`config.mk`:
```
export PLATFORM = sky130hd
export DESIGN_NAME = pad_cfg_bank
export DESIGN_NICKNAME = d
export VERILOG_FILES = /design/src/rtl/pad_cfg_pkg.sv /design/src/rtl/pad_addr_decode.sv /design/src/rtl/pad_slot.sv /design/src/rtl/pad_bus_ctrl.sv /design/src/rtl/pad_cfg_bank.sv
export SDC_FILE = /design/constraint.sdc
export NUM_CORES = 1
export LEC_CHECK = 0
export BUFFER_PORTS_ARGS = -buffer_cell sky130_fd_sc_hd__buf_2
export CAP_MARGIN = 20
export CORE_MARGIN = 2
export CORE_UTILIZATION = 31
export DETAILED_ROUTE_END_ITERATION = 8
export SYNTH_ARGS = -nofsm -noshare
export SYNTH_HDL_FRONTEND = slang
export SYNTH_SLANG_ARGS = --single-unit
```
`constraint.sdc`:
```
create_clock -name clk -period 4.7 [get_ports clk]
set_input_delay 0.47 -clock clk [delete_from_list [all_inputs] [get_ports clk]]
set_output_delay 0.47 -clock clk [all_outputs]
set_load 0.02 [all_outputs]
```
`src/rtl/pad_cfg_pkg.sv`:
```
package pad_cfg_pkg;

    localparam int BUS_W        = 32;
    localparam int ADDR_W       = 8;
    localparam int MAX_PADS     = 32;
    localparam int DRV_W        = 2;
    localparam int PADS_PER_DRV = BUS_W / DRV_W;

    localparam logic [ADDR_W-1:0] OFS_PULLUP = 8'h80;
    localparam logic [ADDR_W-1:0] OFS_PULLDN = 8'h84;
    localparam logic [ADDR_W-1:0] OFS_SLEW   = 8'h88;
    localparam logic [ADDR_W-1:0] OFS_DRV_LO = 8'h8C;
    localparam logic [ADDR_W-1:0] OFS_DRV_HI = 8'h90;
    localparam logic [ADDR_W-1:0] OFS_OPENDR = 8'h94;
    localparam logic [ADDR_W-1:0] OFS_AVAIL  = 8'h98;

    typedef enum logic [3:0] {
        SEL_NONE,
        SEL_FUNC,
        SEL_PULLUP,
        SEL_PULLDN,
        SEL_SLEW,
        SEL_DRV_LO,
        SEL_DRV_HI,
        SEL_OPENDR,
        SEL_AVAIL
    } reg_sel_t;

    typedef enum logic {
        ST_IDLE,
        ST_RESP
    } bus_state_t;

    typedef struct packed {
        logic             pu;
        logic             pd;
        logic             slew;
        logic             od;
        logic [DRV_W-1:0] drv;
    } pad_ctl_t;

    // Pads that exist: inside the bank size and flagged in the bitmap.
    function automatic logic [BUS_W-1:0] usable_mask(input int pads,
                                                     input logic [BUS_W-1:0] avail);
        logic [BUS_W-1:0] m;
        m = '0;
        for (int i = 0; i < MAX_PADS; i++) begin
            m[i] = (i < pads) && avail[i];
        end
        return m;
    endfunction

endpackage

```
`src/rtl/pad_addr_decode.sv`:
```
module pad_addr_decode
    import pad_cfg_pkg::*;
#(
    parameter int PAD_COUNT = 32
) (
    input  logic [ADDR_W-1:0] addr,
    output reg_sel_t          sel,
    output logic [4:0]        pad_idx
);

    localparam logic [5:0] FUNC_LIMIT = 6'(PAD_COUNT);

    always_comb begin
        sel     = SEL_NONE;
        pad_idx = addr[6:2];
        if (addr[1:0] == 2'b00) begin
            if (!addr[7]) begin
                if ({1'b0, addr[6:2]} < FUNC_LIMIT) begin
                    sel = SEL_FUNC;
                end
            end else begin
                case (addr)
                    OFS_PULLUP: sel = SEL_PULLUP;
                    OFS_PULLDN: sel = SEL_PULLDN;
                    OFS_SLEW:   sel = SEL_SLEW;
                    OFS_DRV_LO: sel = SEL_DRV_LO;
                    OFS_DRV_HI: sel = SEL_DRV_HI;
                    OFS_OPENDR: sel = SEL_OPENDR;
                    OFS_AVAIL:  sel = SEL_AVAIL;
                    default:    sel = SEL_NONE;
                endcase
            end
        end
    end

endmodule

```
`src/rtl/pad_slot.sv`:
```
module pad_slot
    import pad_cfg_pkg::*;
#(
    parameter int FSEL_W = 4
) (
    input  logic              clk,
    input  logic              rst_n,
    input  logic              we_func,
    input  logic [FSEL_W-1:0] func_d,
    input  logic              we_pu,
    input  logic              we_pd,
    input  logic              we_slew,
    input  logic              we_od,
    input  logic              we_drv,
    input  logic              bit_d,
    input  logic [DRV_W-1:0]  drv_d,
    output logic [FSEL_W-1:0] func_q,
    output pad_ctl_t          ctl_q
);

    always_ff @(posedge clk or negedge rst_n) begin
        if (!rst_n) begin
            func_q <= '0;
        end else if (we_func) begin
            func_q <= func_d;
        end
    end

    always_ff @(posedge clk or negedge rst_n) begin
        if (!rst_n) begin
            ctl_q <= '0;
        end else begin
            if (we_pu)   ctl_q.pu   <= bit_d;
            if (we_pd)   ctl_q.pd   <= bit_d;
            if (we_slew) ctl_q.slew <= bit_d;
            if (we_od)   ctl_q.od   <= bit_d;
            if (we_drv)  ctl_q.drv  <= drv_d;
        end
    end

endmodule

```
`src/rtl/pad_bus_ctrl.sv`:
```
module pad_bus_ctrl
    import pad_cfg_pkg::*;
#(
    parameter int               PAD_COUNT = 32,
    parameter int               FSEL_W    = 4,
    parameter logic [BUS_W-1:0] USABLE    = '1
) (
    input  logic                        clk,
    input  logic                        rst_n,
    input  logic                        bus_rd,
    input  reg_sel_t                    sel,
    input  logic [4:0]                  pad_idx,
    input  logic [PAD_COUNT*FSEL_W-1:0] func_flat,
    input  logic [PAD_COUNT-1:0]        pu,
    input  logic [PAD_COUNT-1:0]        pd,
    input  logic [PAD_COUNT-1:0]        slew,
    input  logic [PAD_COUNT-1:0]        od,
    input  logic [DRV_W*PAD_COUNT-1:0]  drv_flat,
    output logic [BUS_W-1:0]            rdata,
    output logic                        rvalid
);

    bus_state_t       state_q, state_d;
    logic [BUS_W-1:0] read_word;
    logic [BUS_W-1:0] rdata_q;

    // Word selected by the decoded offset.
    always_comb begin
        read_word = '0;
        case (sel)
            SEL_FUNC:   read_word[FSEL_W-1:0] = func_flat[pad_idx*FSEL_W +: FSEL_W];
            SEL_PULLUP: for (int i = 0; i < PAD_COUNT; i++) read_word[i] = pu[i];
            SEL_PULLDN: for (int i = 0; i < PAD_COUNT; i++) read_word[i] = pd[i];
            SEL_SLEW:   for (int i = 0; i < PAD_COUNT; i++) read_word[i] = slew[i];
            SEL_OPENDR: for (int i = 0; i < PAD_COUNT; i++) read_word[i] = od[i];
            SEL_DRV_LO: begin
                for (int i = 0; i < PAD_COUNT; i++) begin
                    if (i < PADS_PER_DRV) read_word[DRV_W*i +: DRV_W] = drv_flat[DRV_W*i +: DRV_W];
                end
            end
            SEL_DRV_HI: begin
                for (int i = 0; i < PAD_COUNT; i++) begin
                    if (i >= PADS_PER_DRV)
                        read_word[DRV_W*(i-PADS_PER_DRV) +: DRV_W] = drv_flat[DRV_W*i +: DRV_W];
                end
            end
            SEL_AVAIL:  read_word = USABLE;
            default:    read_word = '0;
        endcase
    end

    // Next-state logic.
    always_comb begin
        state_d = state_q;
        unique case (state_q)
            ST_IDLE: state_d = bus_rd ? ST_RESP : ST_IDLE;  // IDLE_TO_RESP / IDLE_HOLD
            ST_RESP: state_d = bus_rd ? ST_RESP : ST_IDLE;  // RESP_HOLD / RESP_TO_IDLE
        endcase
    end

    // State register.
    always_ff @(posedge clk or negedge rst_n) begin
        if (!rst_n) begin
            state_q <= ST_IDLE;
        end else begin
            state_q <= state_d;
        end
    end

    // Output register: capture on read, clear otherwise.
    always_ff @(posedge clk or negedge rst_n) begin
        if (!rst_n) begin
            rdata_q <= '0;
        end else begin
            rdata_q <= bus_rd ? read_word : '0;
        end
    end

    assign rdata  = rdata_q;
    assign rvalid = (state_q == ST_RESP);

endmodule

```
`src/rtl/pad_cfg_bank.sv`:
```
module pad_cfg_bank
    import pad_cfg_pkg::*;
#(
    parameter int               PAD_COUNT = 32,
    parameter int               FSEL_W    = 4,
    parameter logic [BUS_W-1:0] AVAIL     = 32'hFFFF_FFFF
) (
    input  logic                        clk,
    input  logic                        rst_n,
    input  logic                        bus_wr,
    input  logic                        bus_rd,
    input  logic [7:0]                  bus_addr,
    input  logic [31:0]                 bus_wdata,
    output logic [31:0]                 bus_rdata,
    output logic                        bus_rvalid,
    output logic [PAD_COUNT*FSEL_W-1:0] pad_func,
    output logic [PAD_COUNT-1:0]        pad_pu,
    output logic [PAD_COUNT-1:0]        pad_pd,
    output logic [PAD_COUNT-1:0]        pad_slew,
    output logic [PAD_COUNT-1:0]        pad_od,
    output logic [2*PAD_COUNT-1:0]      pad_drv
);

    localparam logic [BUS_W-1:0] USABLE = usable_mask(PAD_COUNT, AVAIL);

    reg_sel_t   sel;
    logic [4:0] pad_idx;

    pad_addr_decode #(.PAD_COUNT(PAD_COUNT)) u_decode (
        .addr    (bus_addr),
        .sel     (sel),
        .pad_idx (pad_idx)
    );

    for (genvar i = 0; i < PAD_COUNT; i++) begin : g_pad
        localparam logic     LIVE    = USABLE[i];
        localparam logic [4:0] IDX   = 5'(i);
        localparam reg_sel_t DRV_SEL = (i < PADS_PER_DRV) ? SEL_DRV_LO : SEL_DRV_HI;
        localparam int       DRV_LSB = DRV_W * (i % PADS_PER_DRV);

        logic     wr_live;
        pad_ctl_t ctl;

        assign wr_live = bus_wr && LIVE;

        pad_slot #(.FSEL_W(FSEL_W)) u_slot (
            .clk     (clk),
            .rst_n   (rst_n),
            .we_func (wr_live && (sel == SEL_FUNC) && (pad_idx == IDX)),
            .func_d  (bus_wdata[FSEL_W-1:0]),
            .we_pu   (wr_live && (sel == SEL_PULLUP)),
            .we_pd   (wr_live && (sel == SEL_PULLDN)),
            .we_slew (wr_live && (sel == SEL_SLEW)),
            .we_od   (wr_live && (sel == SEL_OPENDR)),
            .we_drv  (wr_live && (sel == DRV_SEL)),
            .bit_d   (bus_wdata[i]),
            .drv_d   (bus_wdata[DRV_LSB +: DRV_W]),
            .func_q  (pad_func[i*FSEL_W +: FSEL_W]),
            .ctl_q   (ctl)
        );

        assign pad_pu[i]             = ctl.pu;
        assign pad_pd[i]             = ctl.pd;
        assign pad_slew[i]           = ctl.slew;
        assign pad_od[i]             = ctl.od;
        assign pad_drv[2*i +: DRV_W] = ctl.drv;
    end

    pad_bus_ctrl #(
        .PAD_COUNT (PAD_COUNT),
        .FSEL_W    (FSEL_W),
        .USABLE    (USABLE)
    ) u_bus (
        .clk       (clk),
        .rst_n     (rst_n),
        .bus_rd    (bus_rd),
        .sel       (sel),
        .pad_idx   (pad_idx),
        .func_flat (pad_func),
        .pu        (pad_pu),
        .pd        (pad_pd),
        .slew      (pad_slew),
        .od        (pad_od),
        .drv_flat  (pad_drv),
        .rdata     (bus_rdata),
        .rvalid    (bus_rvalid)
    );

endmodule

```
### Yosys cells after proc, flatten, opt, wreduce, memory -nomap -nowiden

Cells that the tools add are included.

| word-level totals | value |
|---|---|
| logic and storage cells | 289 |
| input port bits | 44 |
| flip-flop bits (word level) | 353 |
| bits in latches | 0 |
| output and inout bits | 353 |
| memory bits (writable) | 0 |
| memory bits (read-only) | 0 |
| memories | 0 |

| operators by class | value |
|---|---|
| multipliers | 0 |
| reductions and logical operators | 41 |
| divide/modulo/power cells | 0 |
| $lt $le $gt $ge | 0 |
| add/subtract/negate cells | 0 |
| multiplexer cells | 7 |
| bitwise gates (word level) | 0 |
| eq/ne operators | 46 |
| shifts and indexed selects | 1 |

Operators with widths:

| cell | count |
|---|---|
| $pmux 28 s7 | 1 |
| $shiftx 128x8->4 | 1 |
| $eq 5x5->1 const B | 16 |
| $eq 8x8->1 const B | 7 |
| $eq 5x4->1 const B | 8 |
| $logic_and 1x1->1 | 39 |
| $mux 32 | 1 |
| $pmux 4 s8 | 1 |
| $pmux 4 s7 | 1 |
| $eq 5x3->1 const B | 4 |
| $eq 4x3->1 const B | 4 |
| $eq 5x2->1 const B | 2 |
| $eq 4x2->1 const B | 2 |
| $mux 4 | 2 |
| $eq 5x1->1 const B | 1 |
| $logic_not 5->1 | 1 |
| $eq 4x1->1 const B | 1 |
| $eq 4x4->1 const B | 1 |
| $logic_not 2->1 | 1 |
| $mux 1 | 1 |

### Longest topological paths before layout

| depth | value |
|---|---|
| depth after elaboration | 7 |
| mapped depth | 10 |
| gate-level depth less buffers | 6 |

### By module

Synthesis repeated with hierarchy kept, for this count alone.

| second synthesis, totals | value |
|---|---|
| cells, all modules | 1,115 |
| area total of the unflattened synthesis | 15,827.7 µm² |

Modules (own cells, without submodules):

| module | instances | cells each | area each (µm²) | sequential area each (µm²) |
|---|---|---|---|---|
| pad_slot | 32 | 20 | 362.8 | 250.2 |
| pad_bus_ctrl | 1 | 398 | 3,701.0 | 825.8 |
| pad_cfg_bank | 1 | 63 | 400.4 | 0.0 |
| pad_addr_decode | 1 | 14 | 115.1 | 0.0 |

### Least setup slack after synthesis

OpenSTA, ideal clock, no wires.

| timing | value |
|---|---|
| path kind | input to register |
| start point | input bus_addr[6] |
| end point | register, netlist name g_pad[11].u_slot.ctl_q[3] |
| stages | 9 |
| arrival time | 1,952 ps |
| setup slack | 2,623 ps |
| library setup time | 125 ps |
| path buffers | 4 |
| data required time | 4,575 ps |
| path through | buf_4 -> nor2_1 -> and3_1 -> buf_2 -> and2_1 -> and3_1 -> buf_2 -> buf_6 -> mux2_2 |

| between the ends | value |
|---|---|
| longest elaborated chain between the ends | 6 |
| elaborated cells on any way between the ends | 12 |
| those cells by class | eq/ne (8); mux (3); reduce/logical (1) |

Ends and longest elaborated chain:

| what | line | source |
|---|---|---|
| from (decl) | pad_cfg_bank.sv:12 | `input logic [7:0] bus_addr,` |
| $eq 8x8->1 | pad_addr_decode.sv:22 | `case (addr)` |
| $pmux 4 s7 * | pad_addr_decode.sv:22 |  |
| $mux 4 * | pad_addr_decode.sv:17 | `if (!addr[7]) begin` |
| $mux 4 * | pad_addr_decode.sv:16 | `if (addr[1:0] == 2'b00) begin` |
| $eq 4x3->1 * | pad_cfg_bank.sv:53 | `.we_slew (wr_live && (sel == SEL_SLEW)),` |
| $logic_and 1x1->1 * | pad_cfg_bank.sv:53 |  |

Every way passes the cells marked *; elsewhere a longest branch is shown, timed or not.
A chain may end at the register's enable or synchronous reset.

### Final worst setup path

| timing | value |
|---|---|
| start point | input bus_addr[4] |
| end point | register, netlist name g_pad[10].u_slot.ctl_q[2] |

| between the ends | value |
|---|---|
| longest elaborated chain between the ends | 6 |
| elaborated cells on any way between the ends | 12 |
| those cells by class | eq/ne (8); mux (3); reduce/logical (1) |

Ends and longest elaborated chain:

| what | line | source |
|---|---|---|
| $eq 8x8->1 | pad_addr_decode.sv:22 |  |
| $pmux 4 s7 * | pad_addr_decode.sv:22 |  |
| $mux 4 * | pad_addr_decode.sv:17 |  |
| $mux 4 * | pad_addr_decode.sv:16 |  |
| $eq 4x3->1 * | pad_cfg_bank.sv:54 | `.we_od (wr_live && (sel == SEL_OPENDR)),` |
| $logic_and 1x1->1 * | pad_cfg_bank.sv:54 |  |

Marks and branches as above.

==> results by group <==
Status
  • Status: finished, final reports clean

Clock tree
  • CTS H-tree depth: 2
  • Clk_lat worst skew: 0.58 ns
  • TritonCTS clock tree: built
  • Root Driver: clkbuf_16
  • Maximum clock path buffer count: 3
  • Clock Sinks: 353
  • CTS buffer count: 41
  • Clk slew on worst S/H paths: 0.06 ns
  • PostCTS Resize Cnt: 0

Synthesis
  • Synth top cells by count: dfrtp_1, mux2_2, nand2_1
  • Syn avg cell area: 13.3 sq um
  • Area share of the largest cell type after synthesis: 55.8%
  • Top cells by area, synth: dfrtp_1, mux2_2, mux4_2, nand2_1, a21oi_1
  • Biggest area consumer among synthesized cells: dfrtp_1
  • Synth Register Bits: 353
  • Number of synthesized flops with an enable pin: 0
  • Fraction of the yosys area taken by sequential cells: 55.8%
  • Post-synth ARST share: 100%
  • Netlist cell types: 48
  • Net Count, Synth: 1,235
  • Count leader, synth: dfrtp_1
  • Post-Syn Area: 15,800 sq um
  • Mapped Cells: 1,191
  • Ys Warns: 0
  • Main flop type after synthesis: dfrtp_1

Finish
  • Area grow syn2layout: 25.0%
  • Finished Core Util: 39.4%
  • Layout cells sized above 1: 52.6%
  • Final cell count without fillers: 2,270
  • Fin nets: 1,608

Worst setup path
  • Crit-path cells: buf_2 -> nor2b_1 -> and2_1 -> nand3_2 -> buf_4 -> mux2_1
  • CP required: 5.14 ns
  • WS Path Type: in2reg
  • CP max FO: 32
  • CP max stage delay: 0.62 ns
  • Setup crit start kind: input port
  • Slowest-stage cell, CP: and2_1
  • CP endpoint kind: register
  • Critical path arrival: 3.50 ns

Floorplan
  • FP Rows: 82
  • Die footprint: 52,900 sq um
  • Die Y: 230 um
  • Initial Util: 31.5%
  • IO Pins: 397
  • Die W: 230 um
  • Core ar.: 50,300 sq um

Global routing
  • Overflow after GRT: 0
  • First-pass GRT wire length: 81,200 um
  • Antenna violations before repair: 5
  • Largest net degree at the start of global routing: 106
  • Vias in the first global route: 12,100
  • GRT Total Usage: 20.5%

Route
  • Post-route DRC: 0
  • Routed wire length: 55,100 um
  • WL per Instance: 24.3 um
  • 1st-pass router iterations: 8
  • DR vias: 11,500
  • Initial drt markers: 737
  • Routed Antenna Nets: 0
  • Vias per inst: 5.06

Place
  • Port bufs: 396
  • Dpl hpwl: 38,600 um
  • Placed insts: 2,192
  • GP Congestion: 0.829

STA
  • Final Skew: 0.0278 ns
  • Period utilisation layout: 64.9%
  • Final Hold Viols: 0
  • Final setup violation count: 0
  • RSZ-0062 raised after global routing: false
  • Setup TNS: 0 ns
  • WHS: 0.0579 ns
  • Period minus WS final: 3.05 ns
  • Tightest Pin Transition: 1.07 ns
  • Max-slew violations: 0
  • Fmax: 328 MHz
  • Worst slew margin: 28.7%

Power
  • Total power: 7.28 mW
  • Power Density: 368 nW/um^2
  • VDD IR max: 268 uV
  • Leakage dissipation: 10.3 nW

Job
  • Max cap viols: 0

Min path
  • Worst Hold Class: in2reg
[critical path: cells and delay by family]
| family | cells | cell delay (ns) |
|---|---|---|
| muxes | 1 | 0.36 |
| buffers and inverters | 2 | 1.02 |
| and+or+nand+nor | 3 | 1.59 |
[metal layers]
metal | track usage [%] | share of wire (%)
met5 | 0 | 0.071
met4 | 6.88 | 2.7
met3 | 6.41 | 8.6
met2 | 33.6 | 48
met1 | 25.6 | 41
[final timing paths]
path	from	end	slack (ns)	cells past startpoint
hold reg to reg	g_pad[1].u_slot.ctl_q[3]$_DFFE_PN0P_	g_pad[1].u_slot.ctl_q[3]$_DFFE_PN0P_	0.52	1
min in group asynchronous	rst_n	u_bus.rdata[17]$_DFF_PN0_	0.57	2
setup / recovery	bus_addr[4]	g_pad[10].u_slot.ctl_q[2]$_DFFE_PN0P_	1.65	6
max in group asynchronous	rst_n	g_pad[14].u_slot.func_q[1]$_DFFE_PN0P_	3.02	3
hold / removal	bus_rd	u_bus.rvalid$_DFF_PN0_	0.06	1
setup reg to reg	g_pad[7].u_slot.func_q[0]$_DFFE_PN0P_	u_bus.rdata[0]$_DFF_PN0_	2.82	4
[registers in the layout (all words and copies together) (netlist names)]
name and cells:
g_pad.u_slot.ctl_q 192, g_pad.u_slot.func_q 128, u_bus.rdata 32, u_bus.rvalid 1
[stage by stage]
stage               instance area, sq um  setup slack (ns)
CTS                                19800              1.70
floorplan                          15800              2.62
finish                             19800              1.65
global placement                   18400              1.14
detailed placement                 18400              1.09
global route                       19800              1.58
[where the power goes]
part / switching [mW] / total (mW) / internal, mW
Combinational: 0.489 / 0.744 / 0.255
Sequential: 0.105 / 3.27 / 3.17
Clock: 1.31 / 3.27 / 1.95
[layout make-up]
class | instances | area, sq um
tap | 672 | 841
inverter | 2 | 7.51
timing repair buffer | 416 | 2170
fill | 4889 | 30500
antenna | 2 | 5.00
clock buffer | 59 | 1210
multi-input combinational | 750 | 6560
clock inverter | 16 | 169
sequential | 353 | 8830
[layout by cell type, fill, tap and decap left out, drive strengths merged, types with 7 or more instances in the layout]
cell,instances
mux2,336
nor2,43
a31oi,12
nand2,97
dfrtp,353
a21oi,72
clkbuf,59
a22oi,40
clkinv,11
nand3,16
mux2i,25
nor3,23
nor2b,9
buf,415
and3,7
mux4,23
[cells by family after synthesis]
| group | synth area share [%] |
|---|---|
| compound gates | 6.05 |
| buf+inv | 2.99 |
| flops | 55.8 |
| mux | 28.7 |
| simple gates | 6.42 |
[timing repair]
| action | CTS | global route |
|---|---|---|
| buffers inserted | 0 | 0 |
| hold buffers | 1 | 0 |
| endpoints found under the hold margin | 60 | 0 |
No activity file was read; power rests on OpenSTA's default activity.
